<file path="src/rtl/tdr_pkg.sv">
package tdr_pkg;
  localparam int SEL_W   = 4;
  localparam int SEL_BYP = 0;
  localparam int SEL_IDN = 1;
  localparam int SEL_SIG = 2;
  localparam int SEL_BST = 3;
  typedef logic [SEL_W-1:0] sel_t;
endpackage

</file>
<file path="src/rtl/tdr_rst_sync.sv">
module tdr_rst_sync (
  input  logic clk,
  input  logic rst_n,
  output logic rst_q
);
  logic [1:0] stg_q;

  always_ff @(posedge clk or negedge rst_n) begin
    if (!rst_n) stg_q <= 2'b00;
    else        stg_q <= {stg_q[0], 1'b1};
  end

  assign rst_q = stg_q[1];
endmodule

</file>
<file path="src/rtl/tdr_ring.sv">
module tdr_ring #(
  parameter int W = 32
) (
  input  logic         clk,
  input  logic         rst_n,
  input  logic         cap_en,
  input  logic         shift_en,
  input  logic [W-1:0] cap_val,
  input  logic         ser_in,
  output logic         ser_out
);
  logic [W-1:0] ring_q, ring_d, shifted;

  generate
    if (W == 1) begin : g_one
      assign shifted = ser_in;
    end else begin : g_many
      assign shifted = {ser_in, ring_q[W-1:1]};
    end
  endgenerate

  always_comb begin
    ring_d = ring_q;
    if (cap_en)        ring_d = cap_val;
    else if (shift_en) ring_d = shifted;
  end

  always_ff @(posedge clk or negedge rst_n) begin
    if (!rst_n)                 ring_q <= '0;
    else if (cap_en || shift_en) ring_q <= ring_d;
  end

  assign ser_out = ring_q[0];
endmodule

</file>
<file path="src/rtl/tdr_out_sel.sv">
module tdr_out_sel #(
  parameter int N = 4
) (
  input  logic [N-1:0] sel,
  input  logic [N-1:0] ser,
  output logic         so
);
  always_comb begin
    so = 1'b0;
    for (int i = N - 1; i >= 0; i--) begin
      if (sel[i]) so = ser[i];
    end
  end
endmodule

</file>
<file path="src/rtl/tdr_public_regs.sv">
module tdr_public_regs
  import tdr_pkg::*;
#(
  parameter int          SIG_W   = 32,
  parameter logic [3:0]  ID_VER  = 4'h0,
  parameter logic [15:0] ID_PART = 16'h0004,
  parameter logic [10:0] ID_MFR  = 11'h017
) (
  input  logic             tck,
  input  logic             rst_n,
  input  logic [3:0]       dr_sel,
  input  logic             capture_dr,
  input  logic             shift_dr,
  input  logic             update_dr,
  input  logic             tdi,
  input  logic [SIG_W-1:0] sig_in,
  input  logic             bist_done,
  output logic             tdo
);
  localparam int          ID_W    = 32;
  localparam logic [31:0] ID_WORD = {ID_VER, ID_PART, ID_MFR, 1'b1};

  logic             rst_sync_n;
  logic             op_cap, op_shift;
  logic [SEL_W-1:0] cap_v, shf_v, ser_v;

  tdr_rst_sync u_rst (.clk(tck), .rst_n(rst_n), .rst_q(rst_sync_n));

  // one operation per cycle: update blocks both, capture beats shift
  assign op_cap   = capture_dr && !update_dr;
  assign op_shift = shift_dr && !capture_dr && !update_dr;

  generate
    for (genvar g = 0; g < SEL_W; g++) begin : g_en
      assign cap_v[g] = op_cap   && dr_sel[g];
      assign shf_v[g] = op_shift && dr_sel[g];
    end
  endgenerate

  tdr_ring #(.W(1)) u_byp (
    .clk(tck), .rst_n(rst_sync_n), .cap_en(cap_v[SEL_BYP]), .shift_en(shf_v[SEL_BYP]),
    .cap_val(1'b0), .ser_in(tdi), .ser_out(ser_v[SEL_BYP]));

  tdr_ring #(.W(ID_W)) u_idn (
    .clk(tck), .rst_n(rst_sync_n), .cap_en(cap_v[SEL_IDN]), .shift_en(shf_v[SEL_IDN]),
    .cap_val(ID_WORD), .ser_in(tdi), .ser_out(ser_v[SEL_IDN]));

  tdr_ring #(.W(SIG_W)) u_sig (
    .clk(tck), .rst_n(rst_sync_n), .cap_en(cap_v[SEL_SIG]), .shift_en(shf_v[SEL_SIG]),
    .cap_val(sig_in), .ser_in(tdi), .ser_out(ser_v[SEL_SIG]));

  tdr_ring #(.W(1)) u_bst (
    .clk(tck), .rst_n(rst_sync_n), .cap_en(cap_v[SEL_BST]), .shift_en(shf_v[SEL_BST]),
    .cap_val(bist_done), .ser_in(tdi), .ser_out(ser_v[SEL_BST]));

  tdr_out_sel #(.N(SEL_W)) u_mux (.sel(dr_sel), .ser(ser_v), .so(tdo));
endmodule

</file>
<file path="config.mk">
export PLATFORM = sky130hd
export DESIGN_NAME = tdr_public_regs
export DESIGN_NICKNAME = d
export VERILOG_FILES = /design/src/rtl/tdr_pkg.sv /design/src/rtl/tdr_rst_sync.sv /design/src/rtl/tdr_ring.sv /design/src/rtl/tdr_out_sel.sv /design/src/rtl/tdr_public_regs.sv
export SDC_FILE = /design/constraint.sdc
export NUM_CORES = 1
export LEC_CHECK = 0
export BUFFER_PORTS_ARGS = -buffer_cell sky130_fd_sc_hd__buf_2
export CAP_MARGIN = 15
export CORE_MARGIN = 1.5
export CORE_UTILIZATION = 55
export CTS_CLUSTER_SIZE = 12
export DETAILED_ROUTE_END_ITERATION = 6
export PLACE_DENSITY = 0.85
export SLEW_MARGIN = 20
export SYNTH_ARGS = -nofsm -noshare
export SYNTH_HDL_FRONTEND = slang
export SYNTH_SLANG_ARGS = --single-unit
</file>
<file path="constraint.sdc">
create_clock -name tck -period 2.23 [get_ports tck]
set_input_delay 0.223 -clock tck [delete_from_list [all_inputs] [get_ports tck]]
set_output_delay 0.223 -clock tck [all_outputs]
set_load 0.05 [all_outputs]
</file>
## Yosys cells after proc, flatten, opt, wreduce, memory -nomap -nowiden

Cells that the tools add are included.

| word-level totals | value |
|---|---|
| register bits after elaboration | 68 |
| bits of input ports | 43 |
| output and inout bits | 1 |
| word-level logic and storage cells | 42 |

| operators by class | value |
|---|---|
| muxes and demuxes | 12 |
| reduce and logical (&&, ||, !) cells | 25 |

Operators with widths:

| operator | number |
|---|---|
| two-way mux 32 bit | 4 |
| logical AND 1 bit | 11 |
| two-way mux 1 bit | 8 |
| AND reduction 2 bit | 4 |
| nonzero test 2 bit | 4 |
| logical OR 1 bit | 4 |
| logical NOT 1 bit | 2 |

## Longest topological paths before layout

Gate-level depths: netlist (run 1).

| depth | value |
|---|---|
| depth after elaboration | 6 |
| mapped depth | 6 |
| mapped depth without buffers | 3 |

## By module

A second synthesis (run 1) with hierarchy kept.

| unflattened totals | value |
|---|---|
| cell total of the unflattened synthesis | 304 |
| area total of the unflattened synthesis | 3313.2 sq um |

Modules (own cells, without submodules):

| module | instances | cells each | area each (sq um) | sequential area each (sq um) |
|---|---|---|---|---|
| tdr_ring (u_idn ...) | 2 | 139 | 1512.7 | 800.8 |
| tdr_public_regs | 1 | 10 | 97.6 | 0.0 |
| tdr_ring (u_bst ...) | 2 | 4 | 43.8 | 25.0 |
| tdr_rst_sync | 1 | 3 | 53.8 | 50.0 |
| tdr_out_sel | 1 | 5 | 48.8 | 0.0 |

## Worst setup path before layout (run 1)

OpenSTA, ideal clock, no wires.

| timing | value |
|---|---|
| path type | in2reg |
| from | input update_dr |
| to | register u_idn.ring_q[11] |
| setup time | 0.125 ns |
| arrival | 1.221 ns |
| required time | 2.105 ns |
| setup slack | 0.883 ns |
| cell stages on the path | 6 |
| path buffers | 3 |
| path through | o21ba_1 buf_6 and2_4 buf_6 buf_6 mux2_4 |

| on the way | value |
|---|---|
| cells in the longest elaborated chain, start to end | 5 |
| elaborated cells on any way between the ends | 9 |
| classes of those cells | 1 x mux; 8 x reduce/logical |

RTL lines:

| element | RTL line | RTL |
|---|---|---|
| start, declared | tdr_public_regs.sv:14 | `input logic update_dr,` |
| logical NOT 1 bit (*) | tdr_public_regs.sv:30, tdr_public_regs.sv:31 |  |
| logical AND 1 bit, on equally long branches | tdr_public_regs.sv:31, tdr_public_regs.sv:30 |  |
| logical AND 1 bit, on equally long branches | tdr_public_regs.sv:36, tdr_public_regs.sv:35 |  |
| nonzero test 2 bit (no source line) / logical OR 1 bit (equally long branches) | n/a |  |
| AND reduction 2 bit (no source line) | n/a |  |
| end signal, assigned | tdr_ring.sv:30 | `else if (cap_en \|\| shift_en) ring_q <= ring_d;` |
| end, declared | tdr_ring.sv:12 | `logic [W-1:0] ring_q, ring_d, shifted;` |

Every way passes the cells marked *; elsewhere a longest branch is shown, timed or not.
A chain may end at the register's enable or synchronous reset.

## Final worst setup path (run 1)

| timing | value |
|---|---|
| from | register u_sig.ring_q[0] |
| to | output tdo |

| on the way | value |
|---|---|
| cells in the longest elaborated chain, start to end | 3 |

RTL lines:

| element | RTL line | RTL |
|---|---|---|
| start, declared | tdr_ring.sv:12 |  |
| start signal, assigned | tdr_ring.sv:30 |  |
| two-way mux 1 bit (3 in series) | tdr_out_sel.sv:11 | `if (sel[i]) so = ser[i];` |
| end, declared | tdr_public_regs.sv:18 | `output logic tdo` |

No other way between the ends.

==> impl_metrics.py, run 1 <==
metrics = {
    "drt": {
        "dr.first_iter.drc_count": 202,
        "dr.pass1.iters": 5,
        "drc_errors": 0,
        "ant_nets": 0,
        "viasPerCell": 5.82,
        "vias": 2550,
        "wl_um": 6470,
        "wl_per_cell_um": 14.8,
    },
    "synth": {
        "yosys-top-cells-area": "dfrtp_1, a31oi_1, a21oi_1",
        "synth_area_per_cell_sq_um": 9.46,
        "syn_area_sq_um": 3130,
        "ys_ff_latch": 68,
        "netlist_instances": 331,
        "yosysWarnings": 0,
        "synth_area_leader_cell": "dfrtp_1",
        "seq_area_frac_synth_pct": 54.4,
        "synth_nets": 374,
        "synth_cell_types": 25,
        "synth_top_area_share_pct": 54.4,
    },
    "cts": {
        "clock_latency_ns": 0.34,
        "h-tree-depth": 3,
        "cts_buffers": 9,
        "cts.clk_slew.worst_paths_ns": 0.07,
        "cts_sinks": 68,
        "clock_tree.root_cell": "clkbuf_8",
        "postCtsSetupRepairBufs": 0,
        "clk_path_buf_depth": 2,
        "cts_tree": "yes",
    },
    "timing": {
        "finalHoldViolCount": 0,
        "setup_viol": 0,
        "tns_ns": 0,
        "rsz0062_at_grt": "false",
        "worst_slew_pin_slew_ns": 0.621,
        "slew_headroom_pct": 58.6,
        "period_needed_ns": 1.65,
        "finClkSkew_ns": 0.00648,
        "period_share_pct": 74.2,
        "max_freq_ghz": 0.605,
        "slew_violations": 0,
        "hold_slack_ns": 0.122,
    },
    "placed_design": {
        "port_buffers": 43,
        "gp_congestion": 0.765,
        "dp_hpwl_um": 4040,
    },
    "grt": {
        "track_usage_pct": 23.3,
        "antenna_found_initial": 0,
        "grt_overflow_total": 0,
        "grt_pass1_wl_um": 11300,
        "grt_max_degree": 62,
        "first_global_vias": 2450,
    },
    "cells_and_area": {
        "drive_gt1_share_pct": 22.1,
        "syn2layout_area_growth_pct": 13.9,
        "antennaDiodeCount": 0,
        "layout_common_cells": "dfrtp_1, buf_2, a21oi_1, a31oi_1, nand2_1",
        "nFillCells": 437,
        "layout.nets": 405,
        "final_common_cell": "dfrtp_1",
    },
    "worst_setup_path": {
        "crit_path_end": "tdo",
        "crit_path_max_fanout": 2,
        "endpoint_kind": "output pin",
        "cp.arrival_ns": 1.43,
        "path_class": "reg2out",
        "r2r-start": "u_rst.stg_q[1]",
        "worst_r2r_path_depth": 1,
        "critPathLaunchType": "flop",
        "worst-r2r-setup-slack_ns": 1.32,
        "r2r_end": "u_sig.ring_q[5]",
        "worstPathRequired_ns": 2.01,
        "cp-startpoint": "u_sig.ring_q[0]",
    },
    "power": {
        "switching_share_pct": 28.3,
        "clkPwrFrac_pct": 29.9,
        "vdd.ir_drop.worst_uv": 532,
        "p_sw_uw": 900,
        "pwr-share-comb_pct": 18.2,
        "p_leak_uw": 0.00162,
        "internal_power_uw": 2270,
        "power_density_nw_per_um2": 890,
        "power_frac_seq_pct": 51.8,
    },
    "floorplan": {
        "initial_core_util_pct": 56.9,
        "io_pins": 44,
        "die_h_um": 78.4,
        "dieArea_sq_um": 6150,
        "fp-row-count": 27,
        "core-area_sq_um": 5510,
        "die_x_um": 78.4,
    },
    "min_path": {
        "worstHoldPathType": "in2reg",
    },
    "run_status": {
        "status": "complete, no violations",
    },
    "flow_run": {
        "cap_viol_max_count": 0,
    },
}
==> power groups by stage <==
stage,combinational (uW),clock (uW),sequential (uW)
after floorplan,443,0,1630
after global placement,551,0,1650
after detailed placement,579,0,1660
after CTS,583,979,1640
after global routing,666,1030,1670
final,579,951,1640
==> metrics by stage <==
step | power, uW | instance area, sq um | setup WS (ns) | util, % | std cells
floorplan | 2070 | 3130 | 0.196 | - | 331
global placement | 2200 | 3380 | 0.734 | 61.3 | 422
detailed placement | 2240 | 3380 | 0.701 | 61.3 | 422
CTS | 3200 | 3570 | 0.577 | 64.8 | 438
global route | 3370 | 3570 | 0.490 | 64.8 | 438
finish | 3170 | 3570 | 0.576 | 64.8 | 438
==> synthesized netlist by cell type <==
| cell type | number |
|---|---|
| mux2_4 | 9 |
| o21ai_0 | 16 |
| nand4_1 | 14 |
| nor2b_1 | 3 |
| o211ai_1 | 2 |
| a31oi_1 | 36 |
| buf_2 | 8 |
| a21oi_1 | 42 |
| buf_6 | 3 |
| and2_4 | 1 |
| nand2_1 | 32 |
| a22o_1 | 1 |
| clkbuf_1 | 20 |
| o22ai_1 | 2 |
| buf_1 | 2 |
| conb_1 | 1 |
| and2_1 | 1 |
| nand2b_1 | 2 |
| o21ba_1 | 1 |
| dfrtp_1 | 68 |
| nor2_1 | 13 |
| inv_1 | 19 |
| mux2_2 | 2 |
| nand3_1 | 31 |
| mux2i_1 | 2 |
==> final cells by class <==
cell class                      count  area [sq um]  area share, %
Sequential cell                    68          1700           47.7
Inverter                           19          71.3           2.00
Timing Repair Buffer               53           318           8.91
Clock inverter                      5          53.8           1.51
Multi-Input combinational cell    211          1200           33.7
Clock buffer                       10           128           3.58
Tap cell                           72          90.1           2.53
==> flip-flops by register name, summed over array words and instances (netlist names) <==
name           cells
u_idn.ring_q      32
u_rst.stg_q        2
u_bst.ser_out      1
u_sig.ring_q      32
u_byp.ser_out      1
==> critical path, stage by stage (launching register included) <==
cell and delay [ns]:
dfrtp_1 0.41, a21oi_1 0.16, o21ai_0 0.12, a22o_1 0.20
buf_2 0.21
==> worst min path at each step <==
stage,to,cells after the start,startpoint,slack [ns]
3_5_place_dp,u_rst.stg_q[0],1,rst_n,0.01
2_1_floorplan,u_rst.stg_q[0],0,rst_n,-0.07
5_1_grt,u_bst.ser_out,2,dr_sel[3],0.12
3_3_place_gp,u_rst.stg_q[0],1,rst_n,0.009
4_1_cts,u_byp.ser_out,2,capture_dr,0.11
6_report,u_bst.ser_out,2,dr_sel[3],0.12
==> routing by layer <==
metal	GRT usage (%)	vias to the layer above	share of wire [%]
met4	12.0	0	1.5
met5	0	-	0
met3	3.26	7	4.6
met1	32.6	1229	45
li1	-	1222	-
met2	35.4	92	48
==> logic make-up (layout without fill, tap and decap cells) <==
| kind of cell | after synthesis | in the layout | share of synthesized area [%] |
|---|---|---|---|
| AOI/OAI and AO/OA | 100 | 100 | 17.9 |
| and+or+nand+nor | 97 | 97 | 14.6 |
| DFF | 68 | 68 | 54.4 |
| other | 1 | 1 | 0.120 |
| buffers and inverters | 52 | 87 | 7.27 |
| muxes | 13 | 13 | 5.68 |
==> timing repair <==
action                                 in CTS  in global routing
endpoints found under the hold margin       2                  0
hold buffers                                1                  0
resized for setup                           0                  0
No activity file was read; power rests on OpenSTA's default activity.
==> inputs of run 2 (changes only) <==
- clock period: 2.23 -> 1.6 ns (I/O delays scaled with it)
==> run 2 against run 1 <==
Compared with the run above:
- via count increased by 0.35%
- critical path type unchanged
- combinational power grew 47%
- non-clock buffer count rose by 5
- sequential share of layout area decreased by 1.2 points
- largest cell class unchanged
- power rose by 44%
- routed wire length grew 2.9%
- clock skew increased by 0.0025 ns
- final area grew 2.5%
- largest power group unchanged
- sequential power grew 39%
- cell count is 1.4% higher
==> impl_metrics.py, run 2 (same netlist as run 1, synthesis figures left out) <==
metrics = {
    "drt": {
        "wl_um": 6660,
        "vias": 2559,
        "wl_met2_um": 3180,
        "ant_nets": 0,
        "top_layer": "met4",
        "wl_met3_um": 330,
        "wl_per_cell_um": 15.0,
        "wl_met1_um": 3040,
        "dr.first_iter.drc_count": 248,
        "viasPerCell": 5.76,
        "drc_errors": 0,
        "dr.pass1.iters": 4,
    },
    "cells_and_area": {
        "layout_common_cells": "dfrtp_1, a21oi_1, buf_2, a31oi_1, nand2_1",
        "antennaDiodeCount": 0,
        "register_area_sq_um": 1700,
        "syn2layout_area_growth_pct": 16.8,
        "final_common_cell": "dfrtp_1",
        "nFillCells": 419,
        "final_area_sq_um": 3660,
        "drive_gt1_share_pct": 23.4,
        "fin_util_pct": 66.4,
        "reg.largest.list": "u_idn.ring_q: 32 flops, u_sig.ring_q: 32 flops, u_rst.stg_q: 2 flops",
        "multi_input_area_sq_um": 1200,
        "layout.nets": 410,
    },
    "worst_setup_path": {
        "crit_path_max_fanout": 2,
        "path_class": "reg2out",
        "crit_family": "compound AO/OA/AOI/OAI gates",
        "max_stage_delay_ns": 0.40,
        "timing.critical_path.cells": "a21oi_1 -> o21ai_0 -> a22o_1 -> buf_6",
        "worstPathRequired_ns": 1.44,
        "cp.buffers_inverters": 1,
        "critPathLaunchType": "flop",
        "endpoint_kind": "output pin",
        "cp.arrival_ns": 1.35,
        "cpMaxStageDelayCell": "dfrtp_1",
    },
    "power": {
        "p_leak_uw": 0.00166,
        "power_density_nw_per_um2": 1250,
        "total_power_uw": 4570,
        "vdd.ir_drop.worst_uv": 580,
    },
    "timing": {
        "max_freq_ghz": 0.663,
        "period_needed_ns": 1.51,
        "setup_viol": 0,
        "worst_slack_ns": 0.0917,
        "worst_slew_pin_slew_ns": 0.568,
        "period_share_pct": 94.3,
        "slew_violations": 0,
        "tns_ns": 0,
        "finClkSkew_ns": 0.00898,
        "slew_headroom_pct": 62.2,
        "finalHoldViolCount": 0,
        "rsz0062_at_grt": "false",
    },
    "placed_design": {
        "placed_cell_area_sq_um": 3440,
        "port_buffers": 43,
        "gp_congestion": 0.777,
        "dp_hpwl_um": 4130,
        "place_ws_ns": 0.181,
    },
    "cts": {
        "clk_path_buf_depth": 2,
        "clock_latency_ns": 0.35,
        "cts_tree": "yes",
        "cts_sinks": 68,
        "cts.clk_slew.worst_paths_ns": 0.07,
        "clock_tree.root_cell": "clkbuf_8",
        "h-tree-depth": 3,
        "cts_buffers": 9,
    },
    "run_status": {
        "status": "complete, no violations",
    },
    "floorplan": {
        "core-area_sq_um": 5510,
        "initial_core_util_pct": 56.9,
        "die_x_um": 78.4,
        "dieArea_sq_um": 6150,
        "io_pins": 44,
        "die_h_um": 78.4,
        "fp-row-count": 27,
    },
    "grt": {
        "grt_overflow_total": 0,
        "first_global_vias": 2375,
        "grt_pass1_wl_um": 11300,
        "antenna_found_initial": 0,
        "track_usage_pct": 23.8,
        "grt_max_degree": 53,
    },
    "flow_run": {
        "cap_viol_max_count": 0,
    },
    "min_path": {
        "worstHoldPathType": "in2reg",
    },
}
[run 2: area by class of cell]
cell class	count	area share, %
flip-flops and latches	68	46.6
clock inverters	4	1.30
multi-input cells	211	32.9
inverters	19	1.95
clock buffers	12	4.24
repair buffers	58	10.6
well taps	72	2.46
[run 2: repair_timing]
action,4_1_cts,5_1_grt
endpoints found under the hold margin,2,0
hold buffers,1,0
setup endpoints to repair,0,1
buffers inserted,0,0
gates resized for setup,0,3
[run 2: worst reg2reg max path, cell delays in order (launching register included)]
cell and delay [ns]:
dfrtp_1 0.40, nor2b_1 0.14, a31oi_1 0.15, o22ai_1 0.10
[run 2: path summary, 6_finish.rpt]
kind / slack [ns] / start / to / cells past startpoint
setup / recovery: 0.09 / u_sig.ring_q[0] / tdo / 4
hold / removal: 0.06 / capture_dr / u_byp.ser_out / 2
setup reg to reg: 0.70 / u_byp.ser_out / u_byp.ser_out / 3
hold reg to reg: 0.24 / u_rst.stg_q[1] / u_sig.ring_q[27] / 1
max in group asynchronous: 0.85 / u_rst.stg_q[1] / u_sig.ring_q[17] / 1
min in group asynchronous: 0.12 / rst_n / u_rst.stg_q[0] / 2
[run 2: routing by layer]
layer,vias up,global-route usage [%]
met5,-,0
met4,0,10.2
met3,9,4.65
met2,85,35.7
met1,1231,34.0
li1,1234,-
[run 2: power by group]
group          switching [uW]  total, uW  internal [uW]
registers                 191       2280           2090
clock network             644       1440            800
logic                     454        849            395
[run 2: metrics by stage]
stage / instances / hold WS (ns)
6_report: 444 / 0.0609
5_1_grt: 444 / 0.0669
4_1_cts: 444 / 0.0566
3_5_place_dp: 427 / -0.0522
3_3_place_gp: 427 / -0.0534
2_1_floorplan: 331 / -0.136
==> inputs of run 3 (changes only) <==
- CORE_MARGIN: 1.5 -> 5
==> run 3 against run 2 <==
Compared with the run above:
- register-to-register slack hardly changed
- worst hold slack lost 0.0073 ns
- count of clock-buffer cells in the layout shrank 1
- sequential cell count stayed put
- sequential share of layout area barely moved
- clock power is 8% higher
- via count rose by 1.2%
- critical endpoint unchanged
- largest cell class unchanged
==> impl_metrics.py, run 3 (same netlist as run 1, synthesis figures left out) <==
metrics = {
    "worst_setup_path": {
        "r2r-start": "u_byp.ser_out",
        "path_class": "reg2out",
        "crit_path_max_fanout": 2,
        "cpMaxStageDelayCell": "dfrtp_1",
        "cp.arrival_ns": 1.38,
        "timing.critical_path.cells": "a21oi_1 -> o21ai_0 -> a22o_1 -> buf_6",
        "worst_r2r_path_depth": 3,
        "endpoint_kind": "output pin",
        "max_stage_delay_ns": 0.41,
        "r2r_end": "u_byp.ser_out",
        "worstPathRequired_ns": 1.44,
        "worst-r2r-setup-slack_ns": 0.70,
        "critPathLaunchType": "flop",
    },
    "cts": {
        "clock_latency_ns": 0.35,
        "cts_tree": "yes",
        "cts_buffers": 9,
        "postCtsSetupRepairBufs": 0,
        "cts.clk_slew.worst_paths_ns": 0.07,
        "clock_tree.root_cell": "clkbuf_8",
        "clk_path_buf_depth": 2,
        "cts_sinks": 68,
        "h-tree-depth": 3,
    },
    "grt": {
        "grt_max_degree": 50,
        "grt_overflow_total": 0,
        "grt_pass1_wl_um": 11600,
        "track_usage_pct": 20.0,
        "first_global_vias": 2449,
        "antenna_found_initial": 0,
    },
    "floorplan": {
        "dieArea_sq_um": 7300,
        "core-area_sq_um": 5510,
        "die_x_um": 85.4,
        "die_h_um": 85.4,
        "fp-row-count": 27,
        "io_pins": 44,
        "initial_core_util_pct": 56.9,
    },
    "placed_design": {
        "place_ws_ns": 0.118,
        "dp_hpwl_um": 4420,
        "port_buffers": 43,
        "placed_cell_area_sq_um": 3430,
        "gp_congestion": 0.738,
    },
    "power": {
        "power_density_nw_per_um2": 1280,
        "p_leak_uw": 0.00166,
        "power_frac_seq_pct": 48.9,
        "internal_power_uw": 3400,
        "pwr-share-comb_pct": 18.0,
        "switching_share_pct": 27.4,
        "clkPwrFrac_pct": 33.1,
        "total_power_uw": 4680,
        "p_sw_uw": 1280,
        "vdd.ir_drop.worst_uv": 693,
    },
    "drt": {
        "wl_per_cell_um": 15.6,
        "dr.first_iter.drc_count": 224,
        "ant_nets": 0,
        "dr.pass1.iters": 4,
        "viasPerCell": 5.87,
        "vias": 2590,
        "drc_errors": 0,
        "wl_um": 6900,
    },
    "cells_and_area": {
        "fin_util_pct": 66.5,
        "final_area_sq_um": 3660,
        "antennaDiodeCount": 0,
        "drive_gt1_share_pct": 22.8,
        "nFillCells": 425,
        "layout_common_cells": "dfrtp_1, a21oi_1, buf_2, a31oi_1, nand2_1",
        "syn2layout_area_growth_pct": 16.9,
        "final_common_cell": "dfrtp_1",
        "reg.largest.list": "u_idn.ring_q: 32 flops, u_sig.ring_q: 32 flops, u_rst.stg_q: 2 flops",
        "layout.nets": 407,
    },
    "min_path": {
        "worstHoldPathType": "in2reg",
        "hold_end": "u_bst.ser_out",
        "hp-start": "dr_sel[3]",
        "whs_path_depth": 2,
    },
    "timing": {
        "tns_ns": 0,
        "setup_viol": 0,
        "worst_slew_pin_slew_ns": 0.501,
        "period_share_pct": 96.1,
        "rsz0062_at_grt": "false",
        "worst_slack_ns": 0.0626,
        "period_needed_ns": 1.54,
        "finClkSkew_ns": 0.00685,
        "finalHoldViolCount": 0,
        "slew_headroom_pct": 66.6,
        "max_freq_ghz": 0.650,
        "slew_violations": 0,
    },
    "run_status": {
        "status": "complete, no violations",
    },
    "flow_run": {
        "cap_viol_max_count": 0,
    },
}
run 3: changes by cell type in the layout (fill, tap and decap cells not counted):
cell / delta
buf_12: +1
buf_4: -4
bufinv_16: +1
clkbuf_8: -1
clkinv_2: +1
clkinvlp_4: -1
run 3: power by group through the flow:
stage,Clock (uW),Sequential (uW),Combinational [uW]
global route,1640,2330,951
CTS,1570,2280,842
floorplan,0,2270,618
global placement,0,2300,791
finish,1550,2290,844
detailed placement,0,2310,840
run 3: how the worst max path moves through the flow:
stage               depth (start not counted)                to  slack (ns)             from
floorplan                                   6  u_idn.ring_q[11]        0.32        update_dr
global placement                            4   u_idn.ring_q[9]        0.17        update_dr
detailed placement                          4   u_idn.ring_q[9]        0.12        update_dr
CTS                                         4               tdo        0.01  u_sig.ring_q[0]
global route                                4               tdo        0.01  u_sig.ring_q[0]
finish                                      4               tdo        0.06  u_sig.ring_q[0]
run 3: critical path: cells and delay by family, from the launching register on:
kind	cells	cell delay, ns
compound gates	3	0.46
buf+inv	1	0.16
flops	1	0.41
run 3: per-layer routing:
metal | GRT usage (%) | routed length (um)
met5 | 0 | 0
met4 | 8.92 | 155
met3 | 4.37 | 378
met2 | 30.6 | 3350
met1 | 27.4 | 3010
run 3: cell type report:
cell class	count	area (sq um)	share of cell area [%]
repair buffers	55	377	10.3
well taps	72	90.1	2.46
multi-input cells	211	1200	32.9
clock inverters	5	75.1	2.05
flip-flops and latches	68	1700	46.5
clock buffers	11	141	3.86
inverters	19	71.3	1.95
run 3: timing repair:
action	4_1_cts	5_1_grt
endpoints found under the setup margin	0	1
resized for setup	0	3
endpoints found under the hold margin	2	0
hold buffers	1	0
run 3: metrics by stage:
step / cells / hold WS [ns]
detailed placement: 424 / -0.0540
global route: 441 / 0.0589
CTS: 441 / 0.0450
finish: 441 / 0.0535
floorplan: 331 / -0.136
global placement: 424 / -0.0546
